File: src/rtl/tlpwm_pkg.sv
package tlpwm_pkg;

    typedef enum logic [1:0] {
        LVL_ZERO = 2'b00,
        LVL_POS  = 2'b01,
        LVL_NEG  = 2'b11
    } lvl_t;

    typedef struct packed {
        logic hi;
        logic lo;
    } gate_pair_t;

    localparam int NUM_PAIRS = 2;

    function automatic lvl_t classify(input int r, input int up, input int low);
        if (r > up)
            return LVL_POS;
        else if (r < low)
            return LVL_NEG;
        else
            return LVL_ZERO;
    endfunction

    function automatic logic pair_cmd(input int idx, input lvl_t lvl);
        if (idx == 0)
            return lvl == LVL_POS;
        else
            return lvl != LVL_NEG;
    endfunction

endpackage

File: src/rtl/tl_carrier.sv
module tl_carrier #(
    parameter int CNT_W = 11
) (
    input  logic             clk,
    input  logic             rst,
    input  logic             en,
    input  logic [CNT_W-1:0] period,
    output logic [CNT_W-1:0] cnt,
    output logic             peak
);
    logic rising;

    assign peak = rising && (cnt >= period);

    always_ff @(posedge clk) begin
        if (rst || !en) begin
            cnt    <= '0;
            rising <= 1'b1;
        end else if (rising) begin
            if (cnt >= period) begin
                if (cnt != '0) begin
                    cnt    <= cnt - 1'b1;
                    rising <= 1'b0;
                end
            end else begin
                cnt <= cnt + 1'b1;
            end
        end else begin
            if (cnt == '0) begin
                cnt    <= cnt + 1'b1;
                rising <= 1'b1;
            end else begin
                cnt <= cnt - 1'b1;
            end
        end
    end

    // with a nonzero period the count steps by exactly one each enabled cycle
    a_r1_unit_step: assert property (@(posedge clk) disable iff (rst)
        (en && $past(en) && !$past(rst) && period != '0 && $stable(period))
        |-> (cnt == $past(cnt) + 1'b1 || cnt == $past(cnt) - 1'b1));

endmodule

File: src/rtl/tl_deadtime.sv
module tl_deadtime #(
    parameter int DT_W = 4
) (
    input  logic            clk,
    input  logic            rst,
    input  logic            en,
    input  logic            cmd,
    input  logic [DT_W-1:0] dead,
    output logic            hi,
    output logic            lo
);
    localparam int RUN_W = DT_W + 1;

    logic [RUN_W-1:0] run, run_next;
    logic             prev;
    logic             settled;

    always_comb begin
        if (run != '0 && cmd == prev)
            run_next = (run == '1) ? run : run + 1'b1;
        else
            run_next = RUN_W'(1);
        settled = run_next > {1'b0, dead};
    end

    always_ff @(posedge clk) begin
        if (rst || !en) begin
            run  <= '0;
            prev <= 1'b0;
            hi   <= 1'b0;
            lo   <= 1'b0;
        end else begin
            run  <= run_next;
            prev <= cmd;
            hi   <= cmd && settled;
            lo   <= !cmd && settled;
        end
    end

    // the two gates of a pair are never on together
    a_r6_pair_exclusive: assert property (@(posedge clk) disable iff (rst)
        !(hi && lo));

    // with a nonzero dead time a gate only rises after its command was already present
    a_r7_rise_waits: assert property (@(posedge clk) disable iff (rst)
        ($rose(hi) && dead != '0 && $stable(dead)) |-> ($past(cmd) && $past(en)));

endmodule

File: src/rtl/tlpwm_phase.sv
module tlpwm_phase #(
    parameter int REF_W = 12,
    parameter int CNT_W = 11,
    parameter int DT_W  = 4
) (
    input  logic                    clk,
    input  logic                    rst,
    input  logic                    en,
    input  logic signed [REF_W-1:0] ref_in,
    input  logic        [CNT_W-1:0] period,
    input  logic        [DT_W-1:0]  dead,
    output logic        [1:0]       state_code,
    output logic                    gate_a_hi,
    output logic                    gate_a_lo,
    output logic                    gate_b_hi,
    output logic                    gate_b_lo
);
    import tlpwm_pkg::*;

    logic [CNT_W-1:0]        cnt;
    logic                    peak;
    logic signed [REF_W-1:0] ref_q;
    lvl_t                    lvl_q;
    int                      up_c, low_c;
    gate_pair_t              pairs [NUM_PAIRS];

    tl_carrier #(.CNT_W(CNT_W)) u_carrier (
        .clk    (clk),
        .rst    (rst),
        .en     (en),
        .period (period),
        .cnt    (cnt),
        .peak   (peak)
    );

    always_comb begin
        up_c  = int'($signed({1'b0, cnt}));
        low_c = up_c - int'($signed({1'b0, period}));
    end

    always_ff @(posedge clk) begin
        if (rst || !en) begin
            ref_q <= '0;
            lvl_q <= LVL_ZERO;
        end else begin
            if (peak)
                ref_q <= ref_in;
            lvl_q <= classify(int'(ref_q), up_c, low_c);
        end
    end

    generate
        for (genvar g = 0; g < NUM_PAIRS; g++) begin : g_pair
            tl_deadtime #(.DT_W(DT_W)) u_dt (
                .clk  (clk),
                .rst  (rst),
                .en   (en),
                .cmd  (pair_cmd(g, lvl_q)),
                .dead (dead),
                .hi   (pairs[g].hi),
                .lo   (pairs[g].lo)
            );
        end
    endgenerate

    assign state_code = lvl_q;
    assign gate_a_hi  = pairs[0].hi;
    assign gate_a_lo  = pairs[0].lo;
    assign gate_b_hi  = pairs[1].hi;
    assign gate_b_lo  = pairs[1].lo;

    // one cycle after enable is low, all gates are off and the level is neutral
    a_r8_off_when_disabled: assert property (@(posedge clk) disable iff (rst)
        !en |=> (state_code == 2'b00 && !gate_a_hi && !gate_a_lo && !gate_b_hi && !gate_b_lo));

    // away from the peak the held reference does not move
    a_r5_hold_off_peak: assert property (@(posedge clk) disable iff (rst)
        (en && !peak) |=> (!en || $stable(ref_q)));

    // the outer rail gate and the inner negative gate are never on together
    a_r6_no_cross_rail: assert property (@(posedge clk) disable iff (rst)
        !(gate_a_hi && gate_b_lo));

endmodule

File: config.mk
export PLATFORM = sky130hd
export DESIGN_NAME = tlpwm_phase
export DESIGN_NICKNAME = d
export VERILOG_FILES = /design/src/rtl/tlpwm_pkg.sv /design/src/rtl/tl_carrier.sv /design/src/rtl/tl_deadtime.sv /design/src/rtl/tlpwm_phase.sv
export SDC_FILE = /design/constraint.sdc
export NUM_CORES = 1
export LEC_CHECK = 0
export BUFFER_PORTS_ARGS = -buffer_cell sky130_fd_sc_hd__clkbuf_2
export CAP_MARGIN = 20
export CORE_ASPECT_RATIO = 0.6
export CORE_MARGIN = 10
export CORE_UTILIZATION = 45
export CTS_CLUSTER_DIAMETER = 60
export DETAILED_ROUTE_END_ITERATION = 8
export GPL_ROUTABILITY_DRIVEN = 0
export PLACE_DENSITY = 0.74
export SLEW_MARGIN = 20
export SYNTH_ARGS = -nofsm -noshare
export SYNTH_HDL_FRONTEND = slang
export SYNTH_SLANG_ARGS = --single-unit
File: constraint.sdc
create_clock -name clk -period 10.85 [get_ports clk]
set_clock_uncertainty 0.2 [all_clocks]
set_input_delay 2.17 -clock clk [delete_from_list [all_inputs] [get_ports clk]]
set_output_delay 2.17 -clock clk [all_outputs]
set_load 0.02 [all_outputs]
======== Yosys cells after proc, flatten, opt, wreduce, memory -nomap -nowiden ========
Index checks and enable logic that the tools add are counted.
word-level totals
  register bits after elaboration ......... 42
  input port bits ......................... 30
  output and inout bits ................... 6
  word-level logic and storage cells ...... 60
cells by class
  add/subtract/negate cells ............... 5
  $lt $le $gt $ge ......................... 5
  eq/ne operators ......................... 7
  muxes and demuxes ....................... 14
  reduce and logical (&&, ||, !) cells .... 16
operator list
  operator                                             count
  2-to-1 mux 11 bit                                    4
  2-to-1 mux 5 bit                                     4
  > comparator 12 bit                                  1
  < comparator 12 bit                                  1
  subtractor 11 x 11 -> 12 bit                         1
  adder 11 x 1 -> 11 bit (second input constant)       1
  >= comparator 11 bit                                 1
  zero test 11 bit                                     1
  nonzero test 11 bit                                  1
  subtractor 11 x 1 -> 11 bit (second input constant)  1
  adder 5 x 1 -> 5 bit (second input constant)         2
  == test 5 bit (second input constant)                2
  > comparator 5 x 4 -> 1 bit                          2
  nonzero test 5 bit                                   2
  logical AND 1 bit                                    7
  2-to-1 mux 1 bit                                     5
  zero test 1 bit                                      3
  != test 3 bit (second input constant)                1
  == test 1 bit                                        2
  == test 2 x 1 -> 1 bit (second input constant)       1
  2-to-1 mux 2 bit                                     1
  != test 2 bit (second input constant)                1
  OR reduction 2 bit                                   1
  logical OR 1 bit                                     1

======== Longest topological paths before layout ========
Gate-level depths: netlist (run 1).
  depth after elaboration ................. 6
  mapped depth ............................ 17
  mapped depth without buffers ............ 17

======== By module ========
From an unflattened synthesis (run 1), not the netlist that was laid out.
unflattened totals
  cell total of the unflattened synthesis .. 449
  area, all modules ....................... 3726.1 sq um
by module, submodules not included
  module       times used  cells each  area each (sq um)  sequential area each (sq um)
  tlpwm_phase  1           189         1526.5             280.3
  tl_carrier   1           156         1218.7             240.2
  tl_deadtime  2           52          490.5              160.2

======== Worst setup path after synthesis (run 1) ========
OpenSTA, ideal clock, no wires.
  path kind ............................... input to register
  start ................................... input port period[1]
  end ..................................... register lvl_q[1], in the netlist state_code[1]
  library setup time ...................... 0.080 ns
  arrival time ............................ 5.038 ns
  data required time ...................... 10.570 ns
  slack ................................... 5.532 ns
  stages .................................. 16
  path buffers ............................ 0
  cells stage by stage .................... inv_1 ha_1 nor2b_1 o21a_1 o21ai_0 nand2b_1 a2111oi_0 nor3_1 xnor2_1 ha_1 a21o_1 a2111oi_0 nor2_1 nor4_1 a21oi_1 nor3b_1
between the ends
  cells in the longest elaborated chain, start to end .. 3
ends and longest elaborated chain
  element                       line               RTL
  start, declared               tlpwm_phase.sv:10  input logic [CNT_W-1:0] period,
  subtractor 11 x 11 -> 12 bit  tlpwm_phase.sv:38  low_c = up_c - int'($signed({1'b0, period}));
  < comparator 12 bit           tlpwm_pkg.sv:19    else if (r < low)
  2-to-1 mux 2 bit              tlpwm_pkg.sv:19
  end signal, assigned          tlpwm_phase.sv:48  lvl_q <= classify(int'(ref_q), up_c, low_c);
  end, declared                 tlpwm_phase.sv:23  lvl_t lvl_q;
No other way between the ends.
A chain may end at the register's enable or synchronous reset.

======== Final worst setup path (run 1) ========
Ends and elaborated chain as after synthesis.

==> flow_metrics.tcl, run 1 <==
set metrics [dict create \
    hold_violations 0 \
    r2r_slack_ns 6.93 \
    syn_nets 471 \
    cpPeakStageDelay_ns 0.41 \
    critical_path_class "in2reg" \
    status "finished, final reports clean" \
    die_area_sq_mm 0.0111 \
    drt_pass1_iterations 5 \
    path_cells "clkbuf_2 -> inv_1 -> ha_1 -> nor2b_1 -> o21a_1 -> o21ai_0 -> nand2b_1 -> a2111oi_0 -> nor3_1 -> xnor2_1 -> ha_1 -> a21o_1 -> a2111oi_0 -> nor2_1 -> nor4_1 -> a21oi_1 -> nor3b_1" \
    setup_slack_ns 5.50 \
    startpoint "period[1]" \
    rr_worst_depth 16 \
    hp-class "reg2reg" \
    rsz0062_at_grt "false" \
    grt_pass1_vias 2868 \
    grt_pass1_wl_microns 13800 \
    antenna_found_initial 0 \
    synth_area_sq_mm 0.00323 \
    dr.first_iter.drc_count 353 \
    worstPathMaxFanout 3 \
    grt_use_met1_pct 21.8 \
    ir_worst_vdd_mv 0.0646 \
    track_usage_pct 15.4 \
    total_power_w 0.000361 \
    cp.depth 17 \
    synth-edff-count 0 \
    drive_gt1_share_pct 14.7 \
    grt.overflow.total 0 \
    max_freq_mhz 187 \
    start_util_pct 47.4 \
    required_ns 10.86 \
    maxCapViolCount 0 \
    critPathLaunchType "primary input" \
    grt_max_degree 31 \
    synth.avg_cell_area_sq_um 8.22 \
    htreeDepth 2 \
    clk_pin_slew_worst_paths_ns 0.06 \
    cts_tree "yes" \
    rows 23 \
    cp.arrival_ns 5.36 \
    ioPinCount 36 \
    slew_viol_final 0 \
    dieWidth_microns 129 \
    synth_warnings 0 \
    final_nets 507 \
    synth-seq-cells 42 \
    place_inst 509 \
    power.density_mw_per_mm2 99.3 \
    vias 2940 \
    wirelength_microns 8210 \
    coreArea_sq_mm 0.00682 \
    tns_ns 0 \
    ant_nets 0 \
    p_leak_nw 1.71 \
    crit_path_end "state_code[1]$_SDFF_PP0_" \
    fillers 626 \
    clock_latency_ns 0.29 \
    die_h_microns 85.6 \
    cts_buffers 5 \
    top_usage_layer "met1" \
    ys_async_sr_fraction_pct 0 \
    clock-sinks 42 \
    area_growth_pct 12.4 \
    preCtsSetupSlack_ns 5.20 \
    crit_slowest_cell "a2111oi_0" \
    place_hpwl_microns 6550 \
    cpLargestDelayFamily "compound AO/OA/AOI/OAI gates" \
    instances_no_fill 517 \
    setup_viol 0 \
    antenna_cells 0 \
    synth_cell_types 51 \
    use_met3_pct 5.72 \
    root_buffer "clkbuf_16" \
    ys.flop_type "dfxtp_1" \
    design_area_sq_mm 0.00363 \
    critPathBufInv 2 \
    placed_cell_area_sq_mm 0.00349 \
    io_buffers 35 \
    tightest_slew_ns 0.960 \
    cts_setup_buffers 0 \
    use_met2_pct 21.0 \
    synthCells 393 \
    r2r-start "u_carrier.cnt[0]$_SDFFE_PP0P_" \
    clock_path_buffers 2 \
    hold_buffers 0 \
    end_kind "flop" \
    routed_via_density 5.69 \
    r2r-end "state_code[0]$_SDFF_PP0_" \
    avgRoutedWirePerCell_microns 15.9 \
    drc 0 \
    yosysSeqAreaShare_pct 26.0 \
    period_minus_slack_ns 5.35 \
    cts.repair.resized 0 \
    relSlewSlack_pct 35.2 \
    post-route-period-util_pct 49.3 \
]
sequential cells by signal (all words and copies together), names as in the netlist:
signal / cells
g_pair.u_dt.hi: 2
g_pair.u_dt.lo: 2
g_pair.u_dt.prev: 2
g_pair.u_dt.run: 10
ref_q: 12
state_code: 2
u_carrier.cnt: 11
u_carrier.rising: 1
placed cells by master, fill, tap and decap left out, types with 2 or more instances in the layout:
cell type	n
a31oi_1	3
nand3_2	2
o41ai_1	2
nor4_1	4
a21oi_1	31
o211ai_1	3
nor3b_1	5
and3_1	4
clkbuf_2	35
o21ai_0	14
or3_1	2
or2_2	2
nand3_1	23
inv_1	35
o21a_1	4
nor3b_2	2
clkbuf_16	5
xnor2_1	10
o21ai_1	5
nor2_1	37
nor2b_1	8
a21o_2	2
a21o_1	5
a41o_1	2
mux2i_1	13
nand2b_1	6
nand2_1	12
a2111oi_0	3
ha_1	47
dfxtp_1	42
nor3_1	17
and2_1	8
xor2_1	8
nand4_1	6
nor2_2	4
a211oi_2	2
routing by layer:
metal  up-vias  part of all wire (%)
met4         0                   1.2
met1      1322                    50
met2       124                    39
met3        15                   9.7
li1       1479                     -
met5         -                     0
cells in the mapped netlist (4+ instances only):
master	n	share of area, %
inv_1	35	4.1
ha_1	47	18
a21o_1	5	1.2
mux2i_1	13	4.0
o21ai_1	5	0.77
and2_1	8	1.5
xnor2_1	10	2.7
and3_1	4	0.77
nor2b_1	8	1.5
dfxtp_1	42	26
a21oi_1	31	4.8
nor4_1	4	0.77
nor2_1	37	4.3
nand2b_1	6	1.2
xor2_1	8	2.2
nor3b_1	5	1.2
nand2_1	12	1.4
o21a_1	4	0.93
nor3_1	17	2.6
o21ai_0	14	2.2
nand4_1	6	1.2
nor2_2	4	0.77
nand3_1	23	3.6
worst min-delay path by stage:
stage	start	to	cells past startpoint
floorplan	ref_q[0]$_SDFFE_PP0P_	ref_q[0]$_SDFFE_PP0P_	2
global placement	state_code[1]$_SDFF_PP0_	g_pair[1].u_dt.prev$_SDFF_PP0_	1
detailed placement	state_code[0]$_SDFF_PP0_	g_pair[1].u_dt.prev$_SDFF_PP0_	1
CTS	state_code[0]$_SDFF_PP0_	g_pair[1].u_dt.prev$_SDFF_PP0_	1
global route	state_code[0]$_SDFF_PP0_	g_pair[1].u_dt.lo$_SDFF_PP0_	2
finish	state_code[0]$_SDFF_PP0_	g_pair[1].u_dt.prev$_SDFF_PP0_	1
where the power goes:
part            total, W  switching, W  internal (W)  leakage (nW)
sequential      0.000159    0.00000281      0.000156         0.340
clock           0.000148     0.0000624     0.0000851        0.0698
combinational  0.0000544     0.0000311     0.0000233          1.30
cells by family (layout without fill, tap and decap cells):
group / count (synthesis) / after routing / share of synthesized area [%]
flops: 42 / 42 / 26.0
simple gates: 147 / 147 / 24.6
buf+inv: 42 / 79 / 5.19
xor+xnor: 18 / 18 / 4.88
fa+ha+maj: 48 / 48 / 18.8
mux: 13 / 13 / 4.03
compound gates: 83 / 83 / 16.5
layout make-up:
cell class / count / area, sq um / share of cell area (%)
Tap cell: 87 / 109 / 3.00
Clock buffer: 5 / 125 / 3.44
Inverter: 35 / 131 / 3.62
Clock inverter: 3 / 21.3 / 0.585
Multi-Input combinational cell: 309 / 2220 / 61.2
Sequential cell: 42 / 841 / 23.1
Timing Repair Buffer: 36 / 183 / 5.03
per-stage QoR:
| stage | hold slack [ns] | util, % |
|---|---|---|
| floorplan | 0.287 | - |
| global placement | 0.314 | 51.1 |
| detailed placement | 0.310 | 51.1 |
| CTS | 0.316 | 53.3 |
| global route | 0.367 | 53.3 |
| finish | 0.310 | 53.3 |
Power figures use the tool's default switching activity.
==> run 2, diff against run 1 <==
==> constraint.sdc (replaced) <==
create_clock -name clk -period 5.6 [get_ports clk]
set_clock_uncertainty 0.2 [all_clocks]
set_input_delay 1.12 -clock clk [delete_from_list [all_inputs] [get_ports clk]]
set_output_delay 1.12 -clock clk [all_outputs]
set_load 0.02 [all_outputs]
==> flow_metrics.tcl, run 2 (same netlist as run 1, synthesis figures left out) <==
set metrics [dict create \
    setup_slack_ns 1.23 \
    ant_nets 0 \
    required_ns 5.61 \
    tightest_slew_ns 0.987 \
    critPathLaunchType "primary input" \
    place_hpwl_microns 6770 \
    top_usage_layer "met1" \
    r2r-end "state_code[1]$_SDFF_PP0_" \
    grt_pass1_vias 2910 \
    start_util_pct 47.4 \
    critical_path_class "in2reg" \
    post-route-period-util_pct 78.1 \
    rows 23 \
    final_common_cell "ha_1" \
    dr.first_iter.drc_count 332 \
    drc 0 \
    vias 2912 \
    root_buffer "clkbuf_16" \
    grt.overflow.total 0 \
    whs_path_depth 1 \
    preCtsSetupSlack_ns 0.905 \
    maxCapViolCount 0 \
    period_minus_slack_ns 4.37 \
    p_leak_nw 1.71 \
    drive_gt1_share_pct 14.8 \
    tns_ns 0 \
    rsz0062_at_grt "false" \
    grt_max_degree 31 \
    ioPinCount 36 \
    r2r-start "u_carrier.cnt[1]$_SDFFE_PP0P_" \
    clock_path_buffers 2 \
    power.density_mw_per_mm2 195 \
    hold_buffers 0 \
    io_buffers 35 \
    total_power_w 0.000710 \
    end_kind "flop" \
    rr_worst_depth 15 \
    use_met3_pct 4.18 \
    clock_latency_ns 0.29 \
    area_growth_pct 12.7 \
    grt_use_met1_pct 23.2 \
    worstPathMaxFanout 3 \
    grt_pass1_wl_microns 14200 \
    routed_via_density 5.62 \
    cts_tree "yes" \
    track_usage_pct 15.7 \
    avgRoutedWirePerCell_microns 16.2 \
    max_freq_mhz 229 \
    final_util_pct 53.4 \
    use_met2_pct 21.9 \
    min_from "state_code[1]$_SDFF_PP0_" \
    top_register "ref_q" \
    top_regs "ref_q: 12 flops, u_carrier.cnt: 11 flops, g_pair.u_dt.run: 10 flops" \
    cts_setup_buffers 0 \
    crit_slowest_cell "a2111oi_0" \
    drt_pass1_iterations 4 \
    antenna_cells 0 \
    r2r_slack_ns 1.65 \
    coreArea_sq_mm 0.00682 \
    dieWidth_microns 129 \
    wirelength_microns 8370 \
    clk_pin_slew_worst_paths_ns 0.06 \
    cp.arrival_ns 4.38 \
    final_cell_mix "ha_1, dfxtp_1, nor2_1" \
    htreeDepth 2 \
    final_nets 508 \
    relSlewSlack_pct 33.4 \
    hold_violations 0 \
    holdPathEnd "g_pair[1].u_dt.prev$_SDFF_PP0_" \
    cts_buffers 5 \
    die_h_microns 85.6 \
    cts.repair.resized 0 \
    slew_viol_final 0 \
    status "finished, final reports clean" \
    cpPeakStageDelay_ns 0.44 \
    clock-sinks 42 \
    setup_viol 0 \
    hp-class "reg2reg" \
    ir_worst_vdd_mv 0.143 \
    path_cells "clkbuf_2 -> inv_1 -> ha_1 -> nor2b_1 -> o21a_1 -> o21ai_0 -> nand2b_1 -> a2111oi_0 -> nor3_1 -> xnor2_1 -> ha_1 -> a21o_1 -> a2111oi_0 -> nor2_1 -> nor4_1 -> a21oi_1 -> nor3b_1" \
    die_area_sq_mm 0.0111 \
    antenna_found_initial 0 \
    fillers 654 \
    largest_reg_flops 12 \
]
==> run 2: report_power, final <==
part,internal [W],total (W),leakage [nW],switching (W)
sequential,0.000303,0.000308,0.340,0.00000559
clock,0.000167,0.000296,0.0664,0.000129
combinational,0.0000450,0.000106,1.30,0.0000606
==> run 2: final cells by class <==
type	instances	area, sq um	area share (%)
well taps	87	109	2.99
inverters	35	131	3.61
clock inverters	3	23.8	0.652
repair buffers	37	190	5.22
multi-input cells	309	2220	61.0
flip-flops and latches	42	841	23.1
clock buffers	5	125	3.43
==> run 2: metrics by stage <==
step | hold WS (ns) | std cells | instance area [sq um]
2_1_floorplan | 0.287 | 393 | 3230
3_3_place_gp | 0.309 | 510 | 3490
3_5_place_dp | 0.309 | 510 | 3490
4_1_cts | 0.319 | 518 | 3640
5_1_grt | 0.365 | 518 | 3640
6_report | 0.315 | 518 | 3640
==> run 2: worst max-delay path by stage <==
stage	start	end	slack, ns	cells past startpoint
3_3_place_gp	period[1]	state_code[1]$_SDFF_PP0_	1.06	17
2_1_floorplan	period[1]	state_code[1]$_SDFF_PP0_	1.33	16
3_5_place_dp	period[1]	state_code[1]$_SDFF_PP0_	0.90	17
6_report	period[1]	state_code[1]$_SDFF_PP0_	1.23	17
5_1_grt	period[1]	state_code[1]$_SDFF_PP0_	0.91	17
4_1_cts	period[1]	state_code[1]$_SDFF_PP0_	1.21	17
==> run 2: worst max-delay path, delay by kind of cell <==
family,cells,cell delay [ns]
adder cells (fa/ha/maj),2,0.58
AND/OR/NAND/NOR,6,0.90
AO/OA/AOI/OAI,6,1.46
XOR/XNOR,1,0.18
buffers and inverters,2,0.13
==> run 2: routing by layer <==
| metal | part of all wire (%) | vias to the layer above |
|---|---|---|
| met3 | 7.3 | 7 |
| met2 | 41 | 85 |
| met5 | 0 | - |
| li1 | - | 1476 |
| met4 | 0.53 | 0 |
| met1 | 51 | 1344 |
